--- src/rtl/xram_pkg.sv ---
package xram_pkg;

  typedef enum logic [2:0] {
    PH_IDLE, PH_CMD, PH_ADDR, PH_MODE, PH_DUMMY, PH_DATA, PH_TAIL, PH_DONE
  } phase_e;

  typedef struct packed {
    logic       loadCmd;
    logic       loadAddr;
    logic       loadMode;
    logic       loadData;
    logic       shift;
    logic       capture;
    logic       byteEnd;
    logic [1:0] laneLg;
  } strobe_t;

  // widest enabled lane group wins; none set means one lane
  function automatic logic [1:0] laneLog(input logic [2:0] en);
    if (en[2])      return 2'd3;
    else if (en[1]) return 2'd2;
    else if (en[0]) return 2'd1;
    else            return 2'd0;
  endfunction

  function automatic logic [3:0] laneCount(input logic [1:0] lg);
    return 4'd1 << lg;
  endfunction

  function automatic logic [7:0] laneMask(input logic [1:0] lg);
    case (lg)
      2'd0:    return 8'h01;
      2'd1:    return 8'h03;
      2'd2:    return 8'h0F;
      default: return 8'hFF;
    endcase
  endfunction

endpackage

--- src/rtl/xram_ctrl.sv ---
module xram_ctrl
  import xram_pkg::*;
#(
  parameter int ADDR_W = 24,
  parameter int CNT_W  = 8,
  parameter int DUM_W  = 5
) (
  input  logic             clk,
  input  logic             rstN,
  input  logic             start,
  input  logic             isWriteQ,
  input  logic             modeEnQ,
  input  logic [2:0]       cmdLineEnQ,
  input  logic [2:0]       addrLineEnQ,
  input  logic [2:0]       txLineEnQ,
  input  logic [2:0]       rxLineEnQ,
  input  logic [1:0]       clkModeQ,
  input  logic [CNT_W-1:0] byteCntQ,
  input  logic [DUM_W-1:0] dummyQ,
  output phase_e           phase,
  output strobe_t          stb,
  output logic             idle
);

  localparam int AW_LG = $clog2(ADDR_W);
  localparam int CYC_W = ((AW_LG > DUM_W) ? AW_LG : DUM_W) + 1;

  logic [CYC_W-1:0] cycCnt;
  logic [CYC_W-1:0] lastIdx;
  logic [CNT_W-1:0] byteLeft;
  logic [1:0]       cmdLg, addrLg, dataLg, runOn;
  logic             phaseEnd, lastByte;
  phase_e           afterAddr, afterMode, afterDummy, afterData, nxtPhase;

  assign cmdLg  = laneLog(cmdLineEnQ);
  assign addrLg = laneLog(addrLineEnQ);
  assign dataLg = isWriteQ ? laneLog(txLineEnQ) : laneLog(rxLineEnQ);
  assign runOn  = (clkModeQ == 2'd1 || clkModeQ == 2'd2) ? clkModeQ : 2'd0;

  assign afterData  = (runOn != 2'd0) ? PH_TAIL : PH_DONE;
  assign afterDummy = (byteCntQ != '0) ? PH_DATA : afterData;
  assign afterMode  = (dummyQ != '0) ? PH_DUMMY : afterDummy;
  assign afterAddr  = modeEnQ ? PH_MODE : afterMode;

  always_comb begin
    case (phase)
      PH_CMD:   lastIdx = CYC_W'((8 >> cmdLg) - 1);
      PH_ADDR:  lastIdx = CYC_W'((ADDR_W >> addrLg) - 1);
      PH_MODE:  lastIdx = CYC_W'((8 >> addrLg) - 1);
      PH_DUMMY: lastIdx = CYC_W'(dummyQ) - CYC_W'(1);
      PH_DATA:  lastIdx = CYC_W'((8 >> dataLg) - 1);
      PH_TAIL:  lastIdx = CYC_W'(runOn) - CYC_W'(1);
      default:  lastIdx = '0;
    endcase
  end

  assign phaseEnd = (cycCnt == lastIdx);
  assign lastByte = (byteLeft == CNT_W'(1));

  always_comb begin
    nxtPhase = phase;
    if (phase == PH_IDLE) begin
      if (start) nxtPhase = PH_CMD;
    end else if (phase == PH_DONE) begin
      nxtPhase = PH_IDLE;
    end else if (phaseEnd) begin
      case (phase)
        PH_CMD:   nxtPhase = PH_ADDR;
        PH_ADDR:  nxtPhase = afterAddr;
        PH_MODE:  nxtPhase = afterMode;
        PH_DUMMY: nxtPhase = afterDummy;
        PH_DATA:  nxtPhase = lastByte ? afterData : PH_DATA;
        default:  nxtPhase = PH_DONE;
      endcase
    end
  end

  always_ff @(posedge clk or negedge rstN) begin
    if (!rstN) begin
      phase    <= PH_IDLE;
      cycCnt   <= '0;
      byteLeft <= '0;
    end else begin
      phase <= nxtPhase;
      if (phase == PH_IDLE || phaseEnd || nxtPhase != phase) cycCnt <= '0;
      else                                                 cycCnt <= cycCnt + CYC_W'(1);
      if (nxtPhase == PH_DATA && phase != PH_DATA)  byteLeft <= byteCntQ;
      else if (phase == PH_DATA && phaseEnd)        byteLeft <= byteLeft - CNT_W'(1);
    end
  end

  always_comb begin
    stb.loadCmd  = (phase == PH_IDLE) && start;
    stb.loadAddr = (phase == PH_CMD) && phaseEnd;
    stb.loadMode = (nxtPhase == PH_MODE) && (phase != PH_MODE);
    stb.loadData = isWriteQ && (nxtPhase == PH_DATA) &&
                   ((phase != PH_DATA) || phaseEnd);
    stb.shift    = (phase == PH_CMD) || (phase == PH_ADDR) ||
                   (phase == PH_MODE) || (phase == PH_DATA);
    stb.capture  = (phase == PH_DATA) && !isWriteQ;
    stb.byteEnd  = (phase == PH_DATA) && phaseEnd;
    case (phase)
      PH_CMD:           stb.laneLg = cmdLg;
      PH_ADDR, PH_MODE: stb.laneLg = addrLg;
      PH_DATA:          stb.laneLg = dataLg;
      default:          stb.laneLg = 2'd0;
    endcase
  end

  assign idle = (phase == PH_IDLE);

endmodule

--- src/rtl/xram_dpath.sv ---
module xram_dpath
  import xram_pkg::*;
#(
  parameter int ADDR_W = 24
) (
  input  logic              clk,
  input  logic              rstN,
  input  strobe_t           stb,
  input  phase_e            phase,
  input  logic              isWriteQ,
  input  logic              rdDummyDriveQ,
  input  logic              wrDummyDriveQ,
  input  logic              wrDummyStrobeQ,
  input  logic              dataIeForce,
  input  logic              strobeIeForce,
  input  logic [7:0]        cmdQ,
  input  logic [ADDR_W-1:0] addrQ,
  input  logic [7:0]        modeValQ,
  input  logic [7:0]        wrByte,
  input  logic [7:0]        padIn,
  output logic [7:0]        padOut,
  output logic [7:0]        padOe,
  output logic [7:0]        padIe,
  output logic              strobeOe,
  output logic              strobeIe,
  output logic [7:0]        rdByte,
  output logic              rdValid,
  output logic              byteTake
);

  localparam int TOP_SH = ADDR_W - 8;

  logic [ADDR_W-1:0] shiftReg;
  logic [7:0]        rxReg, rxNext, inBits, top8, txGrp, mask;
  logic [3:0]        lanes;
  logic              txPhase, rxPhase, dummyDrive;

  assign lanes   = laneCount(stb.laneLg);
  assign mask    = laneMask(stb.laneLg);
  assign top8    = shiftReg[ADDR_W-1 -: 8];
  assign txGrp   = top8 >> (4'd8 - lanes);

  assign txPhase = (phase == PH_CMD) || (phase == PH_ADDR) || (phase == PH_MODE) ||
                   ((phase == PH_DATA) && isWriteQ);
  assign rxPhase = (phase == PH_DATA) && !isWriteQ;
  assign dummyDrive = (phase == PH_DUMMY) &&
                      (isWriteQ ? wrDummyDriveQ : rdDummyDriveQ);

  always_ff @(posedge clk or negedge rstN) begin
    if (!rstN) begin
      shiftReg <= '0;
    end else if (stb.loadCmd) begin
      shiftReg <= ADDR_W'(cmdQ) << TOP_SH;
    end else if (stb.loadAddr) begin
      shiftReg <= addrQ;
    end else if (stb.loadMode) begin
      shiftReg <= ADDR_W'(modeValQ) << TOP_SH;
    end else if (stb.loadData) begin
      shiftReg <= ADDR_W'(wrByte) << TOP_SH;
    end else if (stb.shift) begin
      shiftReg <= shiftReg << lanes;
    end
  end

  // note: cmdQ is captured at the same edge as loadCmd; the top routes the
  // live command input here so the first group is correct
  assign inBits = (stb.laneLg == 2'd0) ? {7'b0, padIn[1]} : (padIn & mask);
  assign rxNext = (rxReg << lanes) | inBits;

  always_ff @(posedge clk or negedge rstN) begin
    if (!rstN) begin
      rxReg    <= '0;
      rdByte   <= '0;
      rdValid  <= 1'b0;
      byteTake <= 1'b0;
    end else begin
      byteTake <= stb.loadData;
      rdValid  <= stb.capture && stb.byteEnd;
      if (stb.capture) rxReg <= rxNext;
      if (stb.capture && stb.byteEnd) rdByte <= rxNext;
    end
  end

  always_comb begin
    padOut = 8'h00;
    padOe  = 8'h00;
    if (txPhase) begin
      padOut = txGrp;
      padOe  = mask;
    end else if (dummyDrive) begin
      padOe  = 8'hFF;
    end
  end

  always_comb begin
    if (dataIeForce)  padIe = 8'hFF;
    else if (rxPhase) padIe = (stb.laneLg == 2'd0) ? 8'h02 : mask;
    else              padIe = 8'h00;
  end

  assign strobeIe = strobeIeForce || rxPhase;
  assign strobeOe = (phase == PH_DUMMY) && isWriteQ && wrDummyStrobeQ;

endmodule

--- src/rtl/xram_seq.sv ---
module xram_seq
  import xram_pkg::*;
#(
  parameter int ADDR_W = 24,
  parameter int CNT_W  = 8,
  parameter int DUM_W  = 5
) (
  input  logic              clk,
  input  logic              rstN,
  input  logic              start,
  input  logic              isWrite,
  input  logic [7:0]        cmdCode,
  input  logic [ADDR_W-1:0] addr,
  input  logic              modeEn,
  input  logic [7:0]        modeVal,
  input  logic [DUM_W-1:0]  dummyCycles,
  input  logic [CNT_W-1:0]  byteCnt,
  input  logic [2:0]        cmdLineEn,
  input  logic [2:0]        addrLineEn,
  input  logic [2:0]        txLineEn,
  input  logic [2:0]        rxLineEn,
  input  logic [1:0]        clkMode,
  input  logic              rdDummyDrive,
  input  logic              wrDummyDrive,
  input  logic              wrDummyStrobe,
  input  logic              dataIeForce,
  input  logic              strobeIeForce,
  input  logic [7:0]        wrByte,
  output logic              byteTake,
  input  logic [7:0]        padIn,
  output logic [7:0]        rdByte,
  output logic              rdValid,
  output logic [7:0]        padOut,
  output logic [7:0]        padOe,
  output logic [7:0]        padIe,
  output logic              strobeOe,
  output logic              strobeIe,
  output logic              csN,
  output logic              sclkRun,
  output logic              done
);

  phase_e            phase;
  strobe_t           stb;
  logic              idle, accept, active;
  logic              isWriteQ, modeEnQ, rdDummyDriveQ, wrDummyDriveQ, wrDummyStrobeQ;
  logic [2:0]        cmdLineEnQ, addrLineEnQ, txLineEnQ, rxLineEnQ;
  logic [1:0]        clkModeQ;
  logic [ADDR_W-1:0] addrQ;
  logic [7:0]        modeValQ;
  logic [CNT_W-1:0]  byteCntQ;
  logic [DUM_W-1:0]  dummyQ;

  assign accept = start && idle;

  always_ff @(posedge clk or negedge rstN) begin
    if (!rstN) begin
      isWriteQ       <= 1'b0;
      modeEnQ        <= 1'b0;
      rdDummyDriveQ  <= 1'b0;
      wrDummyDriveQ  <= 1'b0;
      wrDummyStrobeQ <= 1'b0;
      cmdLineEnQ     <= '0;
      addrLineEnQ    <= '0;
      txLineEnQ      <= '0;
      rxLineEnQ      <= '0;
      clkModeQ       <= '0;
      addrQ          <= '0;
      modeValQ       <= '0;
      byteCntQ       <= '0;
      dummyQ         <= '0;
    end else if (accept) begin
      isWriteQ       <= isWrite;
      modeEnQ        <= modeEn;
      rdDummyDriveQ  <= rdDummyDrive;
      wrDummyDriveQ  <= wrDummyDrive;
      wrDummyStrobeQ <= wrDummyStrobe;
      cmdLineEnQ     <= cmdLineEn;
      addrLineEnQ    <= addrLineEn;
      txLineEnQ      <= txLineEn;
      rxLineEnQ      <= rxLineEn;
      clkModeQ       <= clkMode;
      addrQ          <= addr;
      modeValQ       <= modeVal;
      byteCntQ       <= byteCnt;
      dummyQ         <= dummyCycles;
    end
  end

  xram_ctrl #(
    .ADDR_W(ADDR_W), .CNT_W(CNT_W), .DUM_W(DUM_W)
  ) u_ctrl (
    .clk         (clk),
    .rstN        (rstN),
    .start       (start),
    .isWriteQ    (isWriteQ),
    .modeEnQ     (modeEnQ),
    .cmdLineEnQ  (cmdLineEnQ),
    .addrLineEnQ (addrLineEnQ),
    .txLineEnQ   (txLineEnQ),
    .rxLineEnQ   (rxLineEnQ),
    .clkModeQ    (clkModeQ),
    .byteCntQ    (byteCntQ),
    .dummyQ      (dummyQ),
    .phase       (phase),
    .stb         (stb),
    .idle        (idle)
  );

  // the command byte is loaded at the accepting edge, so it comes from the port
  xram_dpath #(
    .ADDR_W(ADDR_W)
  ) u_dpath (
    .clk            (clk),
    .rstN           (rstN),
    .stb            (stb),
    .phase          (phase),
    .isWriteQ       (isWriteQ),
    .rdDummyDriveQ  (rdDummyDriveQ),
    .wrDummyDriveQ  (wrDummyDriveQ),
    .wrDummyStrobeQ (wrDummyStrobeQ),
    .dataIeForce    (dataIeForce),
    .strobeIeForce  (strobeIeForce),
    .cmdQ           (cmdCode),
    .addrQ          (addrQ),
    .modeValQ       (modeValQ),
    .wrByte         (wrByte),
    .padIn          (padIn),
    .padOut         (padOut),
    .padOe          (padOe),
    .padIe          (padIe),
    .strobeOe       (strobeOe),
    .strobeIe       (strobeIe),
    .rdByte         (rdByte),
    .rdValid        (rdValid),
    .byteTake       (byteTake)
  );

  assign active  = (phase == PH_CMD) || (phase == PH_ADDR) || (phase == PH_MODE) ||
                   (phase == PH_DUMMY) || (phase == PH_DATA);
  assign csN     = !active;
  assign sclkRun = (clkMode == 2'd3) || active || (phase == PH_TAIL);
  assign done    = (phase == PH_DONE);

endmodule

--- config.mk ---
export PLATFORM = sky130hd
export DESIGN_NAME = xram_seq
export DESIGN_NICKNAME = d
export VERILOG_FILES = /design/src/rtl/xram_pkg.sv /design/src/rtl/xram_ctrl.sv /design/src/rtl/xram_dpath.sv /design/src/rtl/xram_seq.sv
export SDC_FILE = /design/constraint.sdc
export NUM_CORES = 1
export LEC_CHECK = 0
export ABC_AREA = 1
export BUFFER_PORTS_ARGS = -buffer_cell sky130_fd_sc_hd__buf_2
export CAP_MARGIN = 20
export CORE_UTILIZATION = 52
export CTS_CLUSTER_SIZE = 24
export DETAILED_ROUTE_END_ITERATION = 12
export GPL_TIMING_DRIVEN = 0
export PLACE_DENSITY = 0.77
export REMOVE_ABC_BUFFERS = 1
export SLEW_MARGIN = 20
export SYNTH_ARGS = -nofsm -noshare
export SYNTH_HDL_FRONTEND = slang
export SYNTH_HIERARCHICAL = 1
export SYNTH_SLANG_ARGS = --single-unit
--- constraint.sdc ---
create_clock -name clk -period 4.4 [get_ports clk]
set_clock_uncertainty 0.1 [all_clocks]
set_input_delay 0.88 -clock clk [delete_from_list [all_inputs] [get_ports clk]]
set_output_delay 0.88 -clock clk [all_outputs]
set_load 0.02 [all_outputs]
==> implementation parameters <==
Parameter                              Value

STA
  Final worst-path setup slack ... 0.0668 ns
  Crit path time final ... ~4.3 ns
  Slew HR ... 0.403
  Highest clock rate ... between 0.2 and 0.25 GHz
  Max-slew violation count ... 0
  Final number of hold-violating endpoints ... 0
  Worst-margin pin slew ... about 0.87 ns
  Tcrit/Tclk final ... 0.985
  Setup repair after global routing missed its margin ... true
  Total setup violations reported at the end of the flow ... 0

Global route
  Antenna violations before repair ... 0
  Largest net degree at the start of global routing ... 73
  Remaining Overflow, GRT ... 0
  Via count of the first global-routing pass ... between 7000 and 8000
  Combined global-route utilization of all metal layers ... 0.284
  First-pass GRT wire length ... ~36000 microns

Min path
  Min-delay worst type ... input port to async pin

Synthesis
  FFs w/ async S/R, synth ... 1.00
  Synthesized area ... approximately 8000 sq um
  Count of flip-flops with a built-in enable after synthesis ... 0
  Post-synthesis sequential element count ... between 100 and 150
  Sequential cell area fraction in the yosys report ... 0.383
  Synth Instances ... around 1100
  Area leader, netlist ... sky130_fd_sc_hd__dfrtp_1
  Synthesized area divided by synthesized cell count ... around 7.1 sq um
  Synth top area cells ... sky130_fd_sc_hd__dfrtp_1, sky130_fd_sc_hd__nand2_1, sky130_fd_sc_hd__nand3_1, sky130_fd_sc_hd__inv_1, sky130_fd_sc_hd__o21ai_0
  Number of distinct standard cells referenced by the synthesized netlist ... 50
  Main synth FF type ... sky130_fd_sc_hd__dfrtp_1
  Count of warnings emitted by yosys ... 6
  Area share of the largest cell type after synthesis ... 0.383

Place
  Port buffer count ... between 100 and 150
  HPWL reported at the end of detailed placement ... around 15000 microns
  Post-Place Worst Slack ... -1.05 ns
  Routability congestion estimate ... 0.943

Final layout
  Seq. cell area ... roughly 3000 sq um
  Final net count ... 1355
  Share of post-route cells with drive strength above 1 ... 0.227
  Multi-input gate area in the final layout ... 4270 sq um
  Ant diodes ... 0
  Growth of design area from synthesis to finish ... 21.2%
  Final design utilization ... 0.655
  Total of fill cells in the finished design ... ~1300

Setup path
  Arrival time at the worst endpoint ... 4.57 ns
  Nature of the critical path startpoint ... register
  Delay of the slowest cell on the worst path ... 0.40 ns
  Highest-delay cell along the critical path ... sky130_fd_sc_hd__dfrtp_2
  Kind of cell with the highest combined delay on the critical path ... simple AND/OR/NAND/NOR gates
  Most Frequent Cell on Critical Path ... sky130_fd_sc_hd__nand2_1
  Crit path max fanout ... 14
  Combined buffer and inverter count along the critical path ... 5
  Crit path kind ... register to register
  Required arrival time at the worst endpoint ... 4.64 ns
  Sort of element at the end of the critical path ... register
  Setup slack of the most critical reg-to-reg path ... roughly 0.067 ns

Status
  Run status ... completed

Floorplan
  Starting density of the core ... 0.541
  DIE AREA ... 15800 sq um
  Height of the die ... 126 microns
  Width of the chip ... between 100 and 150 microns
  Count of pins on the block boundary ... about 130
  Core box area ... about 15000 sq um
  Floorplan row count ... 44

Clock network
  Clock latency of the later-clocked register in the worst-skew pair ... between 0.4 and 0.5 ns
  Largest buffer count on any clock path ... 2
  Clk root buf ... sky130_fd_sc_hd__clkbuf_16
  Number of CTS-inserted buffers ... 17
  TritonCTS sink count ... about 120
  CTS H-Tree Depth ... 4
  TritonCTS clock tree ... yes
  Hold buffers post-CTS ... 0
  Worst-path clk slew ... 0.05 ns

Power
  Power density cells ... between 900 and 1000 nW/um^2
  Total design power ... between 9 and 10 mW
  Peak supply drop ... ~0.38 mV
  Leakage Power ... ~5 nW

Route
  Vias per cell ... about 5.6
  Detailed-router iteration count before antenna repair ... 5
  Routed wire length ... 22400 microns
  DR vias ... about 8000
  Antenna violation net count after detailed routing ... 0
  Wire length per cell after detailed routing ... approximately 15 microns
  DRC violation count after routing ... 0
  Violation count after the first detailed-route iteration ... roughly 650

Flow run
  Max cap viols ... 0
[where the power goes]
part	leakage (nW)	total, mW	internal, mW	switching, mW
Sequential	1.49	2.01	1.62	0.392
Combinational	3.28	5.69	2.06	3.63
Clock	0.278	1.39	0.876	0.513
Total	5.04	9.09	4.55	4.53
[routing by layer]
metal / GRT usage / vias up / wire length (microns)
met5: 0 / - / 0
met4: 0.0985 / 0 / 452
met3: 0.0476 / 44 / 1580
met2: 0.459 / 372 / 10800
met1: 0.387 / 3762 / 9480
li1: - / 3884 / -
[cell usage after synthesis (5+ instances only)]
library cell / n
sky130_fd_sc_hd__nand4_1: 11
sky130_fd_sc_hd__a21oi_1: 28
sky130_fd_sc_hd__nor2_4: 6
sky130_fd_sc_hd__dfrtp_1: 122
sky130_fd_sc_hd__buf_2: 10
sky130_fd_sc_hd__o211ai_1: 11
sky130_fd_sc_hd__ha_1: 11
sky130_fd_sc_hd__a22oi_1: 5
sky130_fd_sc_hd__nor2_1: 63
sky130_fd_sc_hd__buf_4: 11
sky130_fd_sc_hd__clkbuf_1: 6
sky130_fd_sc_hd__buf_6: 11
sky130_fd_sc_hd__nand2_1: 416
sky130_fd_sc_hd__nor3_1: 7
sky130_fd_sc_hd__xor2_1: 8
sky130_fd_sc_hd__o21ai_1: 19
sky130_fd_sc_hd__o21ai_0: 50
sky130_fd_sc_hd__inv_1: 87
sky130_fd_sc_hd__nand2_2: 12
sky130_fd_sc_hd__inv_2: 12
sky130_fd_sc_hd__nand3_1: 140
sky130_fd_sc_hd__o22ai_1: 6
sky130_fd_sc_hd__clkbuf_8: 17
[layout by cell type, fill, tap and decap left out, types with 8 or more instances in the layout]
cell type and count:
sky130_fd_sc_hd__a21oi_1 27, sky130_fd_sc_hd__buf_2 129, sky130_fd_sc_hd__buf_4 28, sky130_fd_sc_hd__clkbuf_16 17, sky130_fd_sc_hd__dfrtp_1 118, sky130_fd_sc_hd__ha_1 9
sky130_fd_sc_hd__inv_1 85, sky130_fd_sc_hd__inv_2 9, sky130_fd_sc_hd__nand2_1 404, sky130_fd_sc_hd__nand2_2 18, sky130_fd_sc_hd__nand2_4 9, sky130_fd_sc_hd__nand3_1 137
sky130_fd_sc_hd__nand4_1 11, sky130_fd_sc_hd__nor2_1 60, sky130_fd_sc_hd__nor2_4 10, sky130_fd_sc_hd__o211ai_1 11, sky130_fd_sc_hd__o21ai_0 48, sky130_fd_sc_hd__o21ai_1 19
sky130_fd_sc_hd__xor2_1 8
[flip-flops by register name, summed over array words and instances, names as in the netlist, 2 cells and up]
name	flops
u_ctrl/cycCnt	6
byteCntQ	8
cmdLineEnQ	3
rxLineEnQ	3
clkModeQ	2
addrLineEnQ	3
u_ctrl/byteLeft	8
u_dpath/shiftReg	24
modeValQ	8
txLineEnQ	3
dummyQ	5
u_dpath/rxReg	7
u_dpath/rdByte	8
addrQ	24
u_ctrl/phase	3
[cells by family after synthesis]
group                      count (synthesis)  synth area share
and+or+nand+nor                          679             0.374
xor gates and xnor gates                  10            0.0110
AOI/OAI and AO/OA                        138             0.101
muxes                                      1           0.00125
buffers and inverters                    156             0.112
DFF                                      122             0.383
adders and majority gates                 11            0.0173
[layout make-up]
class                   instances  share of cell area
flip-flops and latches        122               0.316
multi-input cells             839               0.442
clock inverters                10              0.0122
repair buffers                170               0.114
clock buffers                  22              0.0491
inverters                     101              0.0423
well taps                     184              0.0238
[metrics by stage]
step                      hold WS, ns  area (sq um)  instances  TNS [ns]
after floorplan                 0.334          7460       1062    -34.44
after global placement          0.352          8350       1377   -276.79
after detailed placement        0.354          8570       1384    -23.68
after CTS                       0.321          9320       1429         0
after global routing            0.345          9670       1448     -1.07
final                           0.303          9670       1448         0
[path summary, 6_finish.rpt]
check                                start                  end  cells after the start
min in group clk                 addrQ[12]            addrQ[12]                      2
min                                   rstN      u_dpath/rdValid                      1
min reg2reg                      addrQ[12]            addrQ[12]                      2
max in group asynchronous             rstN      u_ctrl/phase[0]                      2
max reg2reg                u_ctrl/phase[2]  u_dpath/shiftReg[3]                     30
max                        u_ctrl/phase[2]  u_dpath/shiftReg[3]                     30
[what timing repair did]
action,in CTS,in global routing
setup buffers,13,19
pin swaps,3,20
gates resized for setup,17,43
endpoints found under the setup margin,32,29
No activity file was read; power rests on OpenSTA's default activity.
